### src/rtl/ecc_log_pkg.sv
`timescale 1ns/1ps
package ecc_log_pkg;
    localparam int PA_W      = 33;
    localparam int GRAIN_LSB = 7;
    localparam int LINE_W    = PA_W - GRAIN_LSB;
    localparam int SYN_W     = 8;
    localparam int RA_W      = 8;
    localparam int REG_W     = 16;
    localparam int RD_W      = 32;

    localparam int BIT_CE    = 0;
    localparam int BIT_UE    = 1;
    localparam int BIT_RTO   = 8;
    localparam int BIT_LOCK  = 9;
    localparam int BIT_THERM = 11;

    localparam logic [REG_W-1:0] ERR_MASK = (REG_W'(1) << BIT_CE) | (REG_W'(1) << BIT_UE)
                                          | (REG_W'(1) << BIT_RTO) | (REG_W'(1) << BIT_LOCK)
                                          | (REG_W'(1) << BIT_THERM);

    localparam logic [RA_W-1:0] OFF_ADDR  = 8'h58;
    localparam logic [RA_W-1:0] OFF_SYN   = 8'h5C;
    localparam logic [RA_W-1:0] OFF_XADDR = 8'h70;
    localparam logic [RA_W-1:0] OFF_STS   = 8'hC8;
    localparam logic [RA_W-1:0] OFF_CMD   = 8'hCA;

    typedef struct packed {
        logic [LINE_W-1:0] line;
        logic              chan;
        logic [SYN_W-1:0]  syn;
    } err_rec_t;

    typedef struct packed {
        logic [REG_W-1:0] sts;
        logic [REG_W-1:0] cmd;
    } ctl_state_t;
endpackage

### src/rtl/ecc_log_status.sv
`timescale 1ns/1ps
module ecc_log_status
    import ecc_log_pkg::*;
(
    input  logic             clk,
    input  logic             rst_n,
    input  logic [REG_W-1:0] set_i,
    input  logic             sts_wr_i,
    input  logic             cmd_wr_i,
    input  logic [REG_W-1:0] wdata_i,
    output logic [REG_W-1:0] sts_o,
    output logic [REG_W-1:0] cmd_o,
    output logic             serr_o
);
    ctl_state_t       st_d, st_q;
    logic [REG_W-1:0] clr_v;

    always_comb begin
        st_d  = st_q;
        clr_v = sts_wr_i ? (wdata_i & ERR_MASK) : '0;
        // a new event beats a clear on the same bit
        st_d.sts = ((st_q.sts & ~clr_v) | set_i) & ERR_MASK;
        if (cmd_wr_i) begin
            st_d.cmd = wdata_i & ERR_MASK;
        end
    end

    always_ff @(posedge clk) begin
        if (!rst_n) begin
            st_q <= '0;
        end else begin
            st_q <= st_d;
        end
    end

    assign sts_o  = st_q.sts;
    assign cmd_o  = st_q.cmd;
    assign serr_o = |(st_q.sts & st_q.cmd);

    // a strobed bit is set after the edge, whatever the clear did
    a_r2_event_sets: assert property (@(posedge clk) disable iff (!rst_n)
        (set_i != '0) |=> ((st_q.sts & $past(set_i)) == $past(set_i)));

    // a cleared bit with no new event reads zero afterwards
    a_r3_clear_takes: assert property (@(posedge clk) disable iff (!rst_n)
        ((clr_v & ~set_i) != '0) |=> ((st_q.sts & $past(clr_v & ~set_i)) == '0));

    // no event and no status write leaves status untouched
    a_r3_idle_hold: assert property (@(posedge clk) disable iff (!rst_n)
        (!sts_wr_i && set_i == '0) |=> $stable(st_q.sts));
endmodule

### src/rtl/ecc_log_capture.sv
`timescale 1ns/1ps
module ecc_log_capture
    import ecc_log_pkg::*;
(
    input  logic              clk,
    input  logic              rst_n,
    input  logic              ce_i,
    input  logic              ue_i,
    input  logic              pending_i,
    input  logic [LINE_W-1:0] line_i,
    input  logic              chan_i,
    input  logic [SYN_W-1:0]  syn_i,
    output err_rec_t          rec_o
);
    err_rec_t rec_d, rec_q;
    logic     take;

    always_comb begin
        rec_d = rec_q;
        take  = ue_i || (ce_i && !pending_i);
        if (take) begin
            rec_d.line = line_i;
            rec_d.chan = chan_i;
            rec_d.syn  = syn_i;
        end
    end

    always_ff @(posedge clk) begin
        if (!rst_n) begin
            rec_q <= '0;
        end else begin
            rec_q <= rec_d;
        end
    end

    assign rec_o = rec_q;

    // a correctable event while anything is pending keeps the record
    a_r7_ce_blocked: assert property (@(posedge clk) disable iff (!rst_n)
        (ce_i && !ue_i && pending_i) |=> $stable(rec_q));

    // an uncorrectable event always lands in the record
    a_r8_ue_takes: assert property (@(posedge clk) disable iff (!rst_n)
        ue_i |=> (rec_q.syn == $past(syn_i) && rec_q.line == $past(line_i)
                  && rec_q.chan == $past(chan_i)));
endmodule

### src/rtl/ecc_log_regmux.sv
`timescale 1ns/1ps
module ecc_log_regmux
    import ecc_log_pkg::*;
(
    input  logic [RA_W-1:0]  addr_i,
    input  logic [REG_W-1:0] sts_i,
    input  logic [REG_W-1:0] cmd_i,
    input  err_rec_t         rec_i,
    output logic [RD_W-1:0]  rdata_o
);
    localparam int PAD_LO = GRAIN_LSB - 1;

    always_comb begin
        unique case (addr_i)
            OFF_ADDR:  rdata_o = {rec_i.line[LINE_W-2:0], {PAD_LO{1'b0}}, rec_i.chan};
            OFF_XADDR: rdata_o = {{(RD_W-1){1'b0}}, rec_i.line[LINE_W-1]};
            OFF_SYN:   rdata_o = {{(RD_W-SYN_W){1'b0}}, rec_i.syn};
            OFF_STS:   rdata_o = {{(RD_W-REG_W){1'b0}}, sts_i};
            OFF_CMD:   rdata_o = {{(RD_W-REG_W){1'b0}}, cmd_i};
            default:   rdata_o = '0;
        endcase
    end
endmodule

### src/rtl/ecc_err_log.sv
`timescale 1ns/1ps
module ecc_err_log
    import ecc_log_pkg::*;
(
    input  logic              clk,
    input  logic              rst_n,
    input  logic              ev_ce,
    input  logic              ev_ue,
    input  logic              ev_rto,
    input  logic              ev_lock,
    input  logic              ev_therm,
    input  logic [LINE_W-1:0] ev_line,
    input  logic              ev_chan,
    input  logic [SYN_W-1:0]  ev_syn,
    input  logic              reg_wr,
    input  logic [RA_W-1:0]   reg_addr,
    input  logic [REG_W-1:0]  reg_wdata,
    output logic [RD_W-1:0]   reg_rdata,
    output logic              serr_o
);
    logic [REG_W-1:0] set_v;
    logic [REG_W-1:0] sts_w, cmd_w;
    logic             sts_wr, cmd_wr;
    err_rec_t         rec_w;

    always_comb begin
        set_v            = '0;
        set_v[BIT_CE]    = ev_ce;
        set_v[BIT_UE]    = ev_ue;
        set_v[BIT_RTO]   = ev_rto;
        set_v[BIT_LOCK]  = ev_lock;
        set_v[BIT_THERM] = ev_therm;
        sts_wr           = reg_wr && (reg_addr == OFF_STS);
        cmd_wr           = reg_wr && (reg_addr == OFF_CMD);
    end

    ecc_log_status u_status (
        .clk      (clk),
        .rst_n    (rst_n),
        .set_i    (set_v),
        .sts_wr_i (sts_wr),
        .cmd_wr_i (cmd_wr),
        .wdata_i  (reg_wdata),
        .sts_o    (sts_w),
        .cmd_o    (cmd_w),
        .serr_o   (serr_o)
    );

    ecc_log_capture u_capture (
        .clk       (clk),
        .rst_n     (rst_n),
        .ce_i      (ev_ce),
        .ue_i      (ev_ue),
        .pending_i (sts_w != '0),
        .line_i    (ev_line),
        .chan_i    (ev_chan),
        .syn_i     (ev_syn),
        .rec_o     (rec_w)
    );

    ecc_log_regmux u_regmux (
        .addr_i  (reg_addr),
        .sts_i   (sts_w),
        .cmd_i   (cmd_w),
        .rec_i   (rec_w),
        .rdata_o (reg_rdata)
    );

    // the error line needs both an enable and a pending error
    a_r10_serr_gated: assert property (@(posedge clk) disable iff (!rst_n)
        serr_o |-> (cmd_w != '0 && sts_w != '0));

    // a write to the syndrome offset leaves the syndrome readout alone
    a_r11_syn_readonly: assert property (@(posedge clk) disable iff (!rst_n)
        (reg_wr && reg_addr == OFF_SYN && !ev_ce && !ev_ue) |=> $stable(rec_w.syn));
endmodule

### config.mk
export PLATFORM = sky130hd
export DESIGN_NAME = ecc_err_log
export DESIGN_NICKNAME = d
export VERILOG_FILES = /design/src/rtl/ecc_log_pkg.sv /design/src/rtl/ecc_log_status.sv /design/src/rtl/ecc_log_capture.sv /design/src/rtl/ecc_log_regmux.sv /design/src/rtl/ecc_err_log.sv
export SDC_FILE = /design/constraint.sdc
export NUM_CORES = 1
export LEC_CHECK = 0
export ABC_AREA = 1
export BUFFER_PORTS_ARGS = -buffer_cell sky130_fd_sc_hd__buf_2
export CAP_MARGIN = 30
export CORE_MARGIN = 2
export CORE_UTILIZATION = 47
export CTS_BUF_LIST = sky130_fd_sc_hd__clkbuf_16
export CTS_CLUSTER_DIAMETER = 50
export DETAILED_ROUTE_END_ITERATION = 6
export PLACE_DENSITY_LB_ADDON = 0.15
export REMOVE_ABC_BUFFERS = 1
export SETUP_SLACK_MARGIN = 0.2
export SLEW_MARGIN = 20
export SYNTH_ARGS = -nofsm -noshare
export SYNTH_HDL_FRONTEND = slang
export SYNTH_SLANG_ARGS = --single-unit
### constraint.sdc
create_clock -name clk -period 1.4 [get_ports clk]
set_input_delay 0.07 -clock clk [delete_from_list [all_inputs] [get_ports clk]]
set_output_delay 0.07 -clock clk [all_outputs]
set_load 0.02 [all_outputs]
======== After elaboration in Yosys (flattened, before gate mapping) ========
Index checks and enable logic that the tools add are counted.
cells by class
  reduce and logical (&&, ||, !) cells .... 7
  eq/ne operators ......................... 5
  bitwise operators ....................... 4
  multiplexer cells ....................... 2
operators by type and width
  kind                                                  count
  case mux 32 bit (5 select lines)                      1
  AND 12 bit                                            2
  equality test 8 x 7 -> 1 bit (second input constant)  3
  equality test 8 bit (second input constant)           2
  nonzero test 16 bit                                   1
  OR reduction 16 bit                                   1
  2-to-1 mux 12 bit                                     1
  NOT 12 bit                                            1
  OR 12 bit                                             1
  logical AND 1 bit                                     3
  logical NOT 1 bit                                     1
  logical OR 1 bit                                      1
word-level totals
  register bits ........................... 45
  output and inout bits ................... 33
  word-level logic and storage cells ...... 23

======== Logic depth before layout (Yosys ltp) ========
Gate-level depths: netlist of the first run.
  word-level depth ........................ 6
  gate-level depth with buffers ........... 8

======== Hierarchy ========
Synthesis of the first run repeated with hierarchy kept, for this count alone.
second synthesis, totals
  cell total of the unflattened synthesis .. 471
  area, all modules ....................... 3,016.6 um2
modules (own cells, without submodules)
  module           times used  seq. area each (um2)  cells an instance  area each (um2)
  ecc_log_capture  1           700.7                 231                1,659.1
  ecc_log_regmux   1           0.0                   133                689.4
  ecc_log_status   1           200.2                 81                 561.8
  ecc_err_log      1           0.0                   26                 106.4

======== Least setup slack after synthesis of the first run ========
Ideal clock, no wire load.
  path kind ............................... register to register
  from .................................... register u_status.st_q (netlist bit u_status.sts_o[9])
  to ...................................... register u_capture.rec_q (netlist bit u_capture.rec_o[0])
  slack ................................... 328 ps
  data required time ...................... 1,284 ps
  data arrival time ....................... 956 ps
  path buffers ............................ 1
  stages on the path, launching flop included .. 8
  path through ............................ dfxtp_1 -> nor2_1 -> nand3_1 -> nand2_2 -> inv_2 -> buf_4 -> nor2_1 -> nor2_1
between the ends
  longest elaborated chain between the ends .. 4
ends and longest elaborated chain
  what                    RTL line               source
  from (decl)             ecc_log_status.sv:15   ctl_state_t st_d, st_q;
  from (signal assigned)  ecc_log_status.sv:32   st_q <= st_d;
  nonzero test 16 bit     ecc_err_log.sv:54      .pending_i (sts_w != '0),
  logical NOT 1 bit       ecc_log_capture.sv:20  take = ue_i || (ce_i && !pending_i);
  logical AND 1 bit       ecc_log_capture.sv:20
  logical OR 1 bit        ecc_log_capture.sv:20
  to (signal assigned)    ecc_log_capture.sv:32  rec_q <= rec_d;
  to (decl)               ecc_log_capture.sv:15  err_rec_t rec_d, rec_q;
Every way passes these cells.
A chain may end at the register's enable or synchronous reset.

======== Worst setup path in the final report of the first run ========
  from .................................... input reg_addr[2]
  to ...................................... output reg_rdata[30]
between the ends
  longest elaborated chain between the ends .. 2
ends and longest elaborated chain
  what                                                                        RTL line              source
  from (decl)                                                                 ecc_err_log.sv:16     input logic [RA_W-1:0] reg_addr,
  equality test 8 bit / equality test 8 x 7 -> 1 bit (equally long branches)  ecc_log_regmux.sv:14  unique case (addr_i)
  case mux 32 bit (5 select lines) *                                          ecc_log_regmux.sv:14
  to (decl)                                                                   ecc_err_log.sv:18     output logic [RD_W-1:0] reg_rdata,
Mark *: on every way between the ends. The rest lies on a longest branch, timed or not.

==> results of run 1 <==
routing by layer:
| metal | routed length (um) | GRT usage [%] |
|---|---|---|
| met1 | 2605 | 26.36 |
| met2 | 3070 | 35.17 |
| met3 | 367 | 5.833 |
| met4 | 86 | 7.128 |
| met5 | 0 | 0 |
kinds of logic after synthesis:
logic type,count (synthesis)
DFF,45
and+or+nand+nor,184
AOI/OAI and AO/OA,41
buffers and inverters,60
path summary, 6_finish.rpt:
check                   endpoint  slack [ps]  cells past startpoint
min          u_capture.rec_o[14]           6                      3
max reg2reg  u_capture.rec_o[29]         190                      7
max                reg_rdata[30]         180                      8
min reg2reg    u_status.sts_o[8]         490                      2
Yosys cell counts, drive strengths merged:
master and n:
a21oi 5, nor3 3, nand3b 1, o21ai 35, nand2 47, nor2 115
buf 8, clkbuf 4, and2 1, dfxtp 45, nand3 17, a221oi 1
inv 48
through the flow:
step | power, uW | instances | util [%] | worst slack (ps)
detailed placement | 1800 | 466 | 61.39 | 124.2
global route | 3123 | 483 | 76.19 | 96.11
floorplan | 1616 | 318 | - | 54.48
finish | 2998 | 483 | 76.19 | 176.5
global placement | 1789 | 466 | 61.39 | 136.3
CTS | 2937 | 474 | 65.14 | 193.1
worst max-delay path, stage by stage:
cell,delay [ps]
buf_2,130
inv_2,60
nand2_4,60
nor3_4,330
buf_6,200
clkinv_8,90
nor2_4,90
buf_6,120
cells in the final DEF (no fill, tap or decap), types with 2 or more instances in the layout:
master      count
buf_6          29
nand3_1        11
dfxtp_1        40
clkinvlp_4      2
nand3_2         6
dfxtp_2         4
nand2_4         2
nor2_4         18
inv_1          46
nor3_4          2
nand2_2         7
buf_12          2
nand2_1        38
a21oi_1         5
buf_2          60
clkbuf_16       6
nor2_1         71
nor2_2         26
buf_4           9
o21ai_0        30
o21ai_1         5
power by group through the flow:
| stage | registers (uW) | clock network, uW | logic [uW] |
|---|---|---|---|
| 3_3_place_gp | 1440 | 0 | 346 |
| 4_1_cts | 1420 | 1160 | 356 |
| 3_5_place_dp | 1450 | 0 | 353 |
| 6_report | 1430 | 1140 | 431 |
| 5_1_grt | 1430 | 1210 | 481 |
| 2_1_floorplan | 1430 | 0 | 182 |
repair_timing:
action	in CTS	in global routing
endpoints found under the setup margin	26	65
buffers inserted	0	5
resized for setup	8	118
pin swaps	3	5
hold buffers	0	0
cloned	0	4
sequential cells by signal, summed over array words and instances (netlist names):
register         cells
u_capture.rec_o     35
u_status.cmd_o       5
u_status.sts_o       5
final cells by class:
cell class              count  area [um^2]
clock inverters             3        18.77
well taps                  52        65.06
multi-input cells         225         1225
repair buffers            102        774.5
inverters                  48        209.0
fillers                   327         1051
clock buffers               5        125.1
flip-flops and latches     45        909.6
repair inverters            3        36.28
==> run summary, run 1 <==
outcome: completed
Die Height: 72.33 um
Hold Vio Cnt, Final: 0
complex-gate fraction of the synthesized area: 9.521%
Clk pwr share: 38.1%
Root Buffer Master: clkbuf_16
DP HPWL: 3822 um
Req. time, crit path: 1330 ps
VDD IR max: 0.7067 mV
Seq/Total Area, Yosys: 41.05%
clock-pin slew on the worst setup and hold paths: 60 ps
Critical Path Fanout Max: 5
GR Overflow Total: 0
Relative slew margins: 73.33%
P&R area growth vs syn: 53.25%
DR pass1 iterations: 4
Final ANT Viol Nets: 0
RSZ-0062 raised after global routing: true
max-slew violations: 0
synthesized area: 0.002195 mm^2
GPL Wtd Cong: 0.8781
Seq pwr share: 47.6%
Synth Area in Simple Gates: 37.80%
Post-Synth Adder-Cell Area: 0%
Syn Inst Count: 330
WHS: 6.481 ps
vias in the first global route: 2053
Die Wd: 72.33 um
sw frac: 26.15%
Clock Skews: 2.162 ps
clock buffer depth: 2
Initial Utilization: 49.72%
post-layout minimum cycle time: 1224 ps
fin crit share: 87.39%
core box area: 0.004414 mm^2
Worst Tran Pin Value: 400.1 ps
Sink Count: 45
min-delay src: ev_line[5]
fraction of layout instances using a drive strength above 1: 42.46%
Final setup viols: 0
CTS tree: built
first-pass GRT wire length: 8735 um
drt total wl: 6129 um
WS Path Type: in2out
switching power total: 784.0 uW
fin nets: 497
GRT Overall Usage: 21.14%
post-route setup TNS: 0 ps
post-synthesis mux area share: 0%
CTS H-tree depth: 2
FP Rows: 24
post-layout instance area: 0.003363 mm^2
top-area cell type share of the netlist area: 41.05%
XOR/XNOR share of the synthesized area: 0%
Clock Latency Late Sink: 280 ps
initial antenna violation count: 0
CTS Buf Count: 5
input/output buffers: 88
HP Class: in2reg
Synth Warn #: 0
# DRC: 0
Leakage Power: 0.001615 uW
vias per inst: 4.923
crit path from: reg_addr[2]
Distinct cells, synth: 22
Die ar.: 0.005232 mm^2
Synth Register Bits: 45
fmax: 0.8173 GHz
R2R Path Start: u_status.sts_o[11]
critical path arrival: 1150 ps
CP Capture Type: primary output
internal power: 2214 uW
largest net degree at the start of global routing: 22
Antenna Cells: 0
syn avg cell area: 6.650 um^2
Yosys top cell by area: dfxtp_1
WL/cell: 12.69 um
top cells by area, synth: dfxtp_1 (41%), nor2_1 (16%), inv_1 (7.9%), nand2_1 (7.7%), o21ai_0 (6.8%)
Critical Path Start Type: input pin
main combinational cell family by area after synthesis: simple AND/OR/NAND/NOR gates
initial DRC count: 114
Comb power frac: 14.4%
Power Density: 891.5 mW/mm^2
Ports: 100
total number of vias: 2378
placement-stage cell area: 0.002710 mm^2
number of max-cap violations: 0
Power figures use the tool's default switching activity.
==> inputs of run 2 (changes only) <==
==> constraint.sdc (replaced) <==
create_clock -name clk -period 1.4 [get_ports clk]
set_input_delay 0.35 -clock clk [delete_from_list [all_inputs] [get_ports clk]]
set_output_delay 0.35 -clock clk [all_outputs]
set_load 0.1 [all_outputs]
==> run 2 against run 1 <==
The run now fails in global routing (5_1_grt). Synthesized area stayed put. Synthesized cell count is the same.
==> run summary, run 2 <==
outcome: aborted with a tool error
Last stage: global routing (5_1_grt)
first error: [ERROR DPL-0038] Utilization greater than 100%, impossible to legalize
clock buffer depth: 2
fraction of registers with async set/reset: 0%
Synth top cells by count: nor2_1 (93), inv_1 (46), dfxtp_1 (45), nand2_1 (45), o21ai_0 (30)
syn avg cell area: 6.650 um^2
Syn Inst Count: 330
Die Wd: 72.33 um
Synth Register Bits: 45
GRT worst endpoint: reg_rdata[14]
top-area cell type share of the netlist area: 41.05%
Ports: 100
Root Buffer Master: clkbuf_16
Seq/Total Area, Yosys: 41.05%
top cells by area, synth: dfxtp_1 (41%), nor2_1 (16%), inv_1 (7.9%), nand2_1 (7.7%), o21ai_0 (6.8%)
worst ep type: primary output
Synth Warn #: 0
Post-synth EDFFs: 0
CTS Buf Count: 5
Initial Utilization: 49.72%
predominant post-synthesis flop cell: dfxtp_1
DP HPWL: 4524 um
Die Height: 72.33 um
GPL Wtd Cong: 0.8565
count leader, synth: nor2_1
placed cell count: 478
largest net degree at the start of global routing: 42
Yosys top cell by area: dfxtp_1
Distinct cells, synth: 22
Sink Count: 45
FP Rows: 24
synthesized area: 0.002195 mm^2
input/output buffers: 88
CTS H-tree depth: 2
## run 2: per-stage QoR
stage / instance area, um^2 / setup WS [ps]
2_1_floorplan: 2120 / -1288
3_3_place_gp: 3293 / -407.9
3_5_place_dp: 3293 / -457.2
4_1_cts: 4270 / -385.6
## run 2: cell families after synthesis
family	count (synthesis)	share of synthesized area, %
flops	45	41.05
simple gates	184	37.80
compound gates	41	9.521
buf+inv	60	11.63
## run 2: timing repair
item | 4_1_cts
hold buffers | 0
pin swaps | 40
buffers inserted | 9
endpoints found under the setup margin | 68
gates resized for setup | 171
cloned | 7
==> inputs of run 3 (changes only) <==
- CORE_UTILIZATION: 47 -> 40
- CTS_BUF_LIST: sky130_fd_sc_hd__clkbuf_16 -> default
- CTS_CLUSTER_DIAMETER: 50 -> default
- SETUP_SLACK_MARGIN: 0.2 -> default
==> run 3 against run 2 <==
The flow now finishes, with violations (setup timing).
==> run summary, run 3 (synthesis gave the netlist of run 1 again) <==
vias per inst: 4.673
GR Overflow Total: 0
VDD IR max: 0.6729 mV
Sink Count: 45
fmax: 0.5566 GHz
core box area: 0.005205 mm^2
DR pass1 iterations: 4
failing checks: setup timing
Critical Path Fanout Max: 5
Req. time, crit path: 1050 ps
CTS H-tree depth: 2
Initial Utilization: 42.16%
WHS: 263.0 ps
largest net degree at the start of global routing: 42
Util after Layout: 72.91%
crit-path most repeated cell: buf_6
placed cell count: 496
CTS tree: built
Die Wd: 78.07 um
commonest non-fill, non-tap cells in the layout: nor2_1 (84), buf_2 (53), inv_1 (43), dfxtp_1 (43)
post-layout minimum cycle time: 1797 ps
drt total wl: 6641 um
Critical Path Start Type: input pin
Clock Latency Late Sink: 300 ps
first-pass GRT wire length: 10330 um
Clock Skews: 6.354 ps
CTS Buf Count: 5
fin nets: 506
largest stage delay on the critical path: 190 ps
Leakage Power: 0.001741 uW
initial DRC count: 150
Worst Tran Pin Value: 278.9 ps
Final Non-Filler Cells: 510
P&R area growth vs syn: 72.92%
input/output buffers: 88
outcome: finished with violations
max FFs per register: 35
CP Capture Type: primary output
Relative slew margins: 81.40%
Power Density: 799.2 mW/mm^2
Die Height: 78.07 um
GRT Overall Usage: 21.30%
# DRC: 0
Root Buffer Master: clkbuf_8
leading cell type in the layout, fill and taps excluded: nor2_1
DP HPWL: 4126 um
Placement Setup Slack: -460.7 ps
Final ANT Viol Nets: 0
fraction of layout instances using a drive strength above 1: 41.36%
critical path arrival: 1450 ps
vias in the first global route: 2164
Hold Vio Cnt, Final: 0
WL/cell: 13.02 um
number of max-cap violations: 0
total number of vias: 2383
WS Path Type: in2out
Ports: 100
clock-pin slew on the worst setup and hold paths: 90 ps
HP Class: in2reg
initial antenna violation count: 0
Antenna Cells: 0
Final setup viols: 33
Die ar.: 0.006095 mm^2
fin crit share: 128.3%
final setup margin: -396.5 ps
critical path's slowest cell: buf_12
FP Rows: 26
critical-path cell list: buf_8, nor2_4, buf_6, inv_2, nor2_2, buf_6, nand3_2, nand2_1, nand3b_1, buf_12
max-slew violations: 0
RSZ-0062 raised after global routing: true
GPL Wtd Cong: 0.8038
clock buffer depth: 2
[run 3: stage by stage]
step / TNS (ps) / cell area [um^2] / total power (uW)
after global placement: -12830 / 3303 / 1801
after CTS: -10690 / 3702 / 3016
final: -11200 / 3795 / 3033
after detailed placement: -14090 / 3303 / 1809
after floorplan: -25770 / 2120 / 1624
after global routing: -13100 / 3795 / 3167
[run 3: area by class of cell]
cell class / instances / area [um^2]
clock inverters: 3 / 65.06
well taps: 70 / 87.58
inverters: 48 / 185.2
flip-flops and latches: 45 / 903.4
clock buffers: 5 / 68.82
multi-input cells: 225 / 1242
fillers: 420 / 1410
repair buffers: 114 / 1242
[run 3: final timing paths]
| path | to | depth (start not counted) | slack, ps | start |
|---|---|---|---|---|
| worst max-delay path | reg_rdata[0] | 10 | -400 | reg_addr[1] |
| worst min-delay path | u_capture.rec_o[11] | 3 | 260 | ev_line[2] |
| worst min register to register | u_capture.rec_o[5] | 2 | 510 | u_capture.rec_o[5] |
| worst max register to register | u_capture.rec_o[23] | 7 | 90 | u_status.sts_o[1] |
[run 3: what timing repair did]
item                       in CTS  in global routing
hold endpoints to repair        0                  0
resized for setup              58                 16
gates cloned                    0                  1
buffers inserted                4                  1
setup endpoints to repair      58                 60
hold buffers                    0                  0
pin swaps                      11                 11
[run 3: power breakdown]
part           internal [uW]  total, uW  switching, uW
clock network            709       1170            463
registers               1370       1420           50.2
logic                    184        439            255
[run 3: critical path, delay by kind of cell]
kind          cells  cell delay, ps
simple gates      5             530
buf+inv           5             560
[run 3: per-layer routing]
layer	vias to the layer above	wire length, um	global-route usage [%]
met4	0	62	5.088
met3	8	449	7.701
met5	-	0	0
met2	67	3329	35.86
met1	1091	2799	26.01
li1	1217	-	-
